File: src/rtl/rpc_pkg.sv
package rpc_pkg;
  localparam int HCNT_W   = 9;
  localparam int VCNT_W   = 9;
  localparam int BYTE_W   = 8;
  localparam int STAT_W   = 16;
  localparam int VB_BIT   = 3;

  typedef logic [HCNT_W-1:0] hcnt_t;
  typedef logic [VCNT_W-1:0] vcnt_t;
  typedef logic [BYTE_W-1:0] pos_byte_t;

  // one horizontal layout: last active count and the count it resumes at
  typedef struct packed {
    hcnt_t last_active;
    hcnt_t resume;
  } hseg_t;
endpackage

File: src/rtl/rpc_hcount.sv
module rpc_hcount
  import rpc_pkg::*;
#(
  parameter int NARROW_LAST   = 'h127,
  parameter int NARROW_RESUME = 'h1D2,
  parameter int WIDE_LAST     = 'h16C,
  parameter int WIDE_RESUME   = 'h1C9
) (
  input  logic  clk,
  input  logic  rst_n,
  input  logic  pix_en,
  input  logic  wide_mode,
  output hcnt_t hcnt,
  output logic  line_wrap
);
  localparam hcnt_t H_END = '1;

  hseg_t seg_tab [2];
  hseg_t seg_sel;
  logic  in_gap;
  hcnt_t hcnt_nxt;

  assign seg_tab[0] = '{last_active: hcnt_t'(NARROW_LAST), resume: hcnt_t'(NARROW_RESUME)};
  assign seg_tab[1] = '{last_active: hcnt_t'(WIDE_LAST),   resume: hcnt_t'(WIDE_RESUME)};
  assign seg_sel    = seg_tab[wide_mode];

  // covers the normal jump and any count stranded by a layout change
  assign in_gap    = (hcnt >= seg_sel.last_active) && (hcnt < seg_sel.resume);
  assign line_wrap = pix_en && (hcnt == H_END);

  always_comb begin
    hcnt_nxt = hcnt;
    if (pix_en) begin
      if (hcnt == H_END)  hcnt_nxt = '0;
      else if (in_gap)    hcnt_nxt = seg_sel.resume;
      else                hcnt_nxt = hcnt + 1'b1;
    end
  end

  always_ff @(posedge clk) begin
    if (!rst_n) hcnt <= '0;
    else        hcnt <= hcnt_nxt;
  end

  AST_H_WRAP: assert property (@(posedge clk) disable iff (!rst_n)
    (pix_en && hcnt == H_END) |=> (hcnt == '0));
  AST_H_JUMP: assert property (@(posedge clk) disable iff (!rst_n)
    (pix_en && hcnt == seg_sel.last_active) |=> (hcnt == $past(seg_sel.resume)));
  AST_H_HOLD: assert property (@(posedge clk) disable iff (!rst_n)
    (!pix_en) |=> $stable(hcnt));
endmodule

File: src/rtl/rpc_vcount.sv
module rpc_vcount
  import rpc_pkg::*;
#(
  parameter int LINES_NTSC = 262,
  parameter int LINES_PAL  = 313
) (
  input  logic  clk,
  input  logic  rst_n,
  input  logic  line_wrap,
  input  logic  pal_mode,
  output vcnt_t vcnt
);
  localparam vcnt_t LAST_NTSC = vcnt_t'(LINES_NTSC - 1);
  localparam vcnt_t LAST_PAL  = vcnt_t'(LINES_PAL - 1);
  localparam vcnt_t LAST_MAX  = (LAST_PAL > LAST_NTSC) ? LAST_PAL : LAST_NTSC;

  vcnt_t last_line;
  logic  at_end;

  assign last_line = pal_mode ? LAST_PAL : LAST_NTSC;
  // at-or-beyond, so a standard switch late in a frame still wraps
  assign at_end    = (vcnt >= last_line);

  always_ff @(posedge clk) begin
    if (!rst_n)          vcnt <= '0;
    else if (line_wrap)  vcnt <= at_end ? '0 : vcnt + 1'b1;
  end

  AST_V_HOLD: assert property (@(posedge clk) disable iff (!rst_n)
    (!line_wrap) |=> $stable(vcnt));
  AST_V_STEP: assert property (@(posedge clk) disable iff (!rst_n)
    (line_wrap && vcnt < last_line) |=> (vcnt == vcnt_t'($past(vcnt) + 1'b1)));
  AST_V_WRAP: assert property (@(posedge clk) disable iff (!rst_n)
    (line_wrap && vcnt >= last_line) |=> (vcnt == '0));
  AST_V_RANGE: assert property (@(posedge clk) disable iff (!rst_n)
    (vcnt <= LAST_MAX));
endmodule

File: src/rtl/rpc_status.sv
module rpc_status
  import rpc_pkg::*;
#(
  parameter int BLANK_LINE = 224
) (
  input  logic                clk,
  input  logic                rst_n,
  input  hcnt_t               hcnt,
  input  vcnt_t               vcnt,
  output pos_byte_t           h_pos,
  output pos_byte_t           v_pos,
  output logic [2*BYTE_W-1:0] hv_word,
  output logic [STAT_W-1:0]   status
);
  localparam vcnt_t BLANK_START = vcnt_t'(BLANK_LINE);

  logic vblank;

  assign vblank  = (vcnt >= BLANK_START);
  assign h_pos   = hcnt[HCNT_W-1 -: BYTE_W];
  assign v_pos   = vcnt[BYTE_W-1:0];
  assign hv_word = {v_pos, h_pos};

  always_comb begin
    status         = '0;
    status[VB_BIT] = vblank;
  end

  AST_VB_RISE: assert property (@(posedge clk) disable iff (!rst_n)
    $rose(vblank) |-> (vcnt == BLANK_START));
  AST_VB_FALL: assert property (@(posedge clk) disable iff (!rst_n)
    $fell(vblank) |-> (vcnt == '0));
endmodule

File: src/rtl/raster_pos_counter.sv
module raster_pos_counter
  import rpc_pkg::*;
#(
  parameter int NARROW_LAST   = 'h127,
  parameter int NARROW_RESUME = 'h1D2,
  parameter int WIDE_LAST     = 'h16C,
  parameter int WIDE_RESUME   = 'h1C9,
  parameter int LINES_NTSC    = 262,
  parameter int LINES_PAL     = 313,
  parameter int BLANK_LINE    = 224
) (
  input  logic        clk,
  input  logic        rst_n,
  input  logic        pix_en,
  input  logic        wide_mode,
  input  logic        pal_mode,
  output logic [7:0]  h_pos,
  output logic [7:0]  v_pos,
  output logic [15:0] hv_word,
  output logic [15:0] status
);
  hcnt_t hcnt;
  vcnt_t vcnt;
  logic  line_wrap;

  rpc_hcount #(
    .NARROW_LAST  (NARROW_LAST),
    .NARROW_RESUME(NARROW_RESUME),
    .WIDE_LAST    (WIDE_LAST),
    .WIDE_RESUME  (WIDE_RESUME)
  ) u_hcount (
    .clk      (clk),
    .rst_n    (rst_n),
    .pix_en   (pix_en),
    .wide_mode(wide_mode),
    .hcnt     (hcnt),
    .line_wrap(line_wrap)
  );

  rpc_vcount #(
    .LINES_NTSC(LINES_NTSC),
    .LINES_PAL (LINES_PAL)
  ) u_vcount (
    .clk      (clk),
    .rst_n    (rst_n),
    .line_wrap(line_wrap),
    .pal_mode (pal_mode),
    .vcnt     (vcnt)
  );

  rpc_status #(
    .BLANK_LINE(BLANK_LINE)
  ) u_status (
    .clk    (clk),
    .rst_n  (rst_n),
    .hcnt   (hcnt),
    .vcnt   (vcnt),
    .h_pos  (h_pos),
    .v_pos  (v_pos),
    .hv_word(hv_word),
    .status (status)
  );
endmodule

File: config.mk
export PLATFORM = sky130hd
export DESIGN_NAME = raster_pos_counter
export DESIGN_NICKNAME = d
export VERILOG_FILES = /design/src/rtl/rpc_pkg.sv /design/src/rtl/rpc_hcount.sv /design/src/rtl/rpc_vcount.sv /design/src/rtl/rpc_status.sv /design/src/rtl/raster_pos_counter.sv
export SDC_FILE = /design/constraint.sdc
export NUM_CORES = 1
export LEC_CHECK = 0
export BUFFER_PORTS_ARGS = -buffer_cell sky130_fd_sc_hd__buf_2
export CELL_PAD_IN_SITES_DETAIL_PLACEMENT = 1
export CELL_PAD_IN_SITES_GLOBAL_PLACEMENT = 1
export CORE_ASPECT_RATIO = 0.5
export CORE_MARGIN = 1.5
export CORE_UTILIZATION = 39
export DETAILED_ROUTE_END_ITERATION = 12
export GPL_ROUTABILITY_DRIVEN = 0
export MAX_ROUTING_LAYER = met4
export PLACE_DENSITY = 0.84
export SLEW_MARGIN = 20
export SYNTH_ARGS = -nofsm -noshare
export SYNTH_HDL_FRONTEND = slang
export SYNTH_HIERARCHICAL = 1
export SYNTH_SLANG_ARGS = --single-unit
File: constraint.sdc
create_clock -name clk -period 4.41 [get_ports clk]
set_clock_uncertainty 0.05 [all_clocks]
set_input_delay 0.6615 -clock clk [delete_from_list [all_inputs] [get_ports clk]]
set_output_delay 0.6615 -clock clk [all_outputs]
set_load 0.03 [all_outputs]
**Word level (Yosys, flattened, before mapping)**

Cells that the tools add are included.

- Register bits: 18

- Add/subtract/negate cells: 2
- Magnitude comparators: 5
- Equal/unequal tests: 1
- Multiplexer cells: 7
- Bitwise operators: 1
- Reductions and logical operators: 2

Operators by type and width:

| operator | count |
|---|---|
| 2-to-1 mux 18 bit | 2 |
| 2-to-1 mux 9 bit | 3 |
| adder 9 x 1 -> 9 bit (second input constant) | 2 |
| >= comparator 9 bit | 2 |
| 2-to-1 mux 16 bit | 1 |
| == test 9 bit (second input constant) | 1 |
| >= comparator 9 x 8 -> 1 bit (second input constant) | 1 |
| less-than comparator 9 bit | 1 |
| 2-to-1 mux 6 bit | 1 |
| >= comparator 2 bit (second input constant) | 1 |
| logical AND 1 bit | 2 |
| NOT 1 -> 2 bit | 1 |

**Depth between registers and ports, before layout**

- Word-level depth: 8
- Depth in mapped cells: 11
- Mapped depth without buffers: 10

**Cells and area by module**

The synthesis kept the hierarchy.

By module, submodules not included:

| module | instances | cells an instance | area each (um^2) | sequential area each (um^2) |
|---|---|---|---|---|
| rpc_hcount | 1 | 83 | 671.9 | 180.2 |
| rpc_vcount | 1 | 55 | 546.8 | 180.2 |
| rpc_status | 1 | 50 | 372.9 | 0.0 |

**Worst setup path before layout**

OpenSTA, ideal clock, no wires.

- Path type: reg2reg
- From: register u_hcount.hcnt[1]
- To: register u_vcount.vcnt[8]
- Arrival time: 2.124 ns
- Path slack: 2.161 ns
- Cell stages (with the launch flop): 11
- Period minus slack after synthesis: 2.249 ns
- Path through: dfxtp_1 > ha_1 > nand3_1 > or2_2 > nor2_1 > ha_1 > and2_1 > buf_4 > nand4_2 > or3_1 > a22oi_2

- Word-level cells in the longest chain between the ends: 2

RTL lines:

| element | line | source |
|---|---|---|
| start, declared | rpc_hcount.sv:13 | `output hcnt_t hcnt,` |
| start signal, assigned | rpc_hcount.sv:42 | `else hcnt <= hcnt_nxt;` |
| == test 9 bit | rpc_hcount.sv:29 | `assign line_wrap = pix_en && (hcnt == H_END);` |
| logical AND 1 bit | rpc_hcount.sv:29 |  |
| net line_wrap | raster_pos_counter.sv:24 | `logic line_wrap;` |
| end signal, assigned | rpc_vcount.sv:26 | `else if (line_wrap) vcnt <= at_end ? '0 : vcnt + 1'b1;` |
| end, declared | rpc_vcount.sv:11 | `output vcnt_t vcnt` |

The timed path passes the listed nets, and every way through them passes these cells.
A chain may end at the register's enable or synchronous reset.

**Final worst setup path**

- From: register u_hcount.hcnt[1]
- To: register u_vcount.vcnt[6]

Same word-level chain as after synthesis.

==> results.cfg <==
[run_status]
outcome = finished, final reports clean

[route]
vias = 1268
vias_per_cell = 5.15
drc = 0
routedWlPerCell_um = 14.2
dr.pass1.iters = 4
drtAntennaViolNets = 0
wl_um = 3500
drtIter0Drc = 34

[final_layout]
area_delta_synth_final_pct = -1.42
fill_cells = 493
layout-drive-gt1-share = 0.271
finalInstanceArea_mm2 = 0.00157
final_core_util = 0.402
layout.nets = 212
num_antenna_cells = 0

[global_routing]
grt_pass1_vias = 1168
antenna_found_initial = 0
grt.overflow.total = 0
grt_max_degree = 14
grt_pass1_wl_um = 5530
track_usage = 0.165

[worst_setup_path]
r2r-start = u_hcount/hcnt[1]$_SDFFE_PN0P_
required_ns = 4.48
crit_chain = ha_1 > nand3_1 > or2_2 > nor2_1 > ha_1 > and2_1 > nand2_1 > a22oi_2 > a22oi_1
worst_ep_arrival_time_ns = 2.70
critPathLaunch = u_hcount/hcnt[1]$_SDFFE_PN0P_
slowest_stage = a22oi_2
path_class = reg2reg
cp_common_cell = ha_1
crit_path_start_kind = register
critPathMaxStageDelay_ns = 0.45
path_max_fanout = 9
cp-end-kind = register

[job]
cap_violations = 0

[timing]
hold_viol_final = 0
min_period_ns = 2.63
fin_crit_sh = 0.596
finalSetupViolations = 0
fmax_mhz = 380
grt_setup_unrepaired = no
maxSlewViolCount = 0
finalSetupTns_ns = 0
holdWs_ns = 0.486

[pwr]
switching_power_mw = 0.122
p_leak_nw = 0.788
pwr-share-comb = 0.187
power.internal_mw = 0.264
ir_worst_vdd_mv = 0.126
swShare = 0.315
power_frac_seq = 0.451
power_frac_clock = 0.362
powerDensity_mw_per_mm2 = 246

[synth]
ys_types = 45
ys_ff_latch = 18
ys_warn_count = 6
syn_inst = 188
yosysSeqAreaShare = 0.226
postSynth.asyncResetShare = 0
synthFlopType = dfxtp_1
netlist_area_mm2 = 0.00159
syn-mean-instance-area_um2 = 8.47
synth_edf_count = 0

[clocking]
htreeDepth = 1
ctsHoldBuffers = 0
cts_root_buf = clkbuf_8
cts_tree = yes
insertion_delay_ns = 0.26
cts_buffers = 3
clk_pin_slew_ns = 0.08
cts_buffer_depth = 2
cts.sinks = 18
cts_setup_buffers = 0
cts.repair.resized = 0

[place]
portBuffers = 37
dp_hpwl_um = 2700
dpl_cell_area_mm2 = 0.00151

[floorplanning]
die_area_mm2 = 0.00450
rows = 16
die_h_um = 48.2
pin_count = 53
coreArea_mm2 = 0.00390
start_util = 0.408
die-width_um = 93.3

[worst_hold_path]
hold_path.class = reg2reg
worstHoldStart = u_vcount/vcnt[8]$_SDFFE_PN0P_
-- flip-flops by register name, indices dropped and copies added, names as in the netlist --
name,count
u_vcount/vcnt,9
u_hcount/hcnt,9
-- cell families after synthesis --
family                     Yosys count  synth area share
buffers and inverters               59             0.259
and+or+nand+nor                     50             0.186
AOI/OAI and AO/OA                   39             0.175
DFF                                 18             0.226
adders and majority gates           14             0.110
xor gates and xnor gates             4            0.0220
muxes                                3            0.0189
other                                1           0.00236
-- cells in the mapped netlist, drive strengths merged, types with 2 or more instances --
cell / n / area (µm²)
o211ai: 2 / 20.0
inv: 8 / 30.0
a31oi: 6 / 37.5
xor2: 3 / 26.3
nand3: 5 / 25.0
dfxtp: 18 / 360
nor2: 4 / 15.0
nand4: 7 / 56.3
a22oi: 6 / 55.1
mux2i: 3 / 30.0
o21ai: 8 / 40.0
buf: 50 / 379
a22o: 2 / 17.5
nand2b: 2 / 12.5
ha: 14 / 175
nand2: 16 / 62.6
nor4b: 2 / 32.5
or3: 5 / 31.3
nand3b: 2 / 15.0
a21oi: 8 / 43.8
-- power by group through the flow --
stage	clock network (mW)	logic, mW	registers, mW
floorplan	0	0.0741	0.176
global placement	0	0.0696	0.177
detailed placement	0	0.0717	0.178
CTS	0.143	0.0718	0.174
global route	0.149	0.0780	0.175
finish	0.140	0.0721	0.174
-- critical path: cells and delay by family (launching register included) --
kind	cells	cell delay [ns]
AO/OA/AOI/OAI	2	0.61
AND/OR/NAND/NOR	5	1.01
adder cells (fa/ha/maj)	2	0.41
flip-flops	1	0.41
-- per-layer routing --
metal,global-route usage,up-vias,routed length [µm]
li1,-,618,-
met1,0.184,603,1520
met2,0.316,43,1770
met3,0.0296,4,171
met4,0.0515,0,29
met5,-,-,0
-- final cells by class --
| type | instances | area (µm²) | area share |
|---|---|---|---|
| repair buffers | 37 | 185 | 0.118 |
| well taps | 54 | 67.6 | 0.0431 |
| clock buffers | 4 | 55.1 | 0.0351 |
| multi-input cells | 125 | 871 | 0.555 |
| inverters | 8 | 30.0 | 0.0191 |
| flip-flops and latches | 18 | 360 | 0.230 |
-- placed cells by master (no fill, tap or decap), types with 2 or more instances in the layout --
cell	count
nand3_1	5
ha_1	14
o21ai_0	7
buf_2	37
a21oi_1	7
nand2b_1	2
conb_1	15
a22oi_1	4
or3_1	5
nand4_1	5
mux2i_1	3
clkbuf_8	4
inv_1	8
a31oi_1	6
nand2_1	15
a22oi_2	2
nand4_2	2
nor2_1	4
dfxtp_1	18
xor2_1	3
nand3b_1	2
a22o_1	2
-- worst paths after layout --
| kind | depth (start not counted) | slack, ns | to |
|---|---|---|---|
| worst max-delay path | 9 | 1.78 | u_vcount/vcnt[6]$_SDFFE_PN0P_ |
| worst min register to register | 2 | 0.49 | u_vcount/vcnt[8]$_SDFFE_PN0P_ |
| worst min-delay path | 2 | 0.49 | u_vcount/vcnt[8]$_SDFFE_PN0P_ |
| worst max register to register | 9 | 1.78 | u_vcount/vcnt[6]$_SDFFE_PN0P_ |
-- through the flow --
stage	total power [mW]	setup slack (ns)	std cells
2_1_floorplan	0.250	2.16	202
3_3_place_gp	0.247	1.81	242
3_5_place_dp	0.249	1.78	242
4_1_cts	0.388	1.80	246
5_1_grt	0.402	1.53	246
6_report	0.386	1.78	246
(Power assumes the default switching activity.)
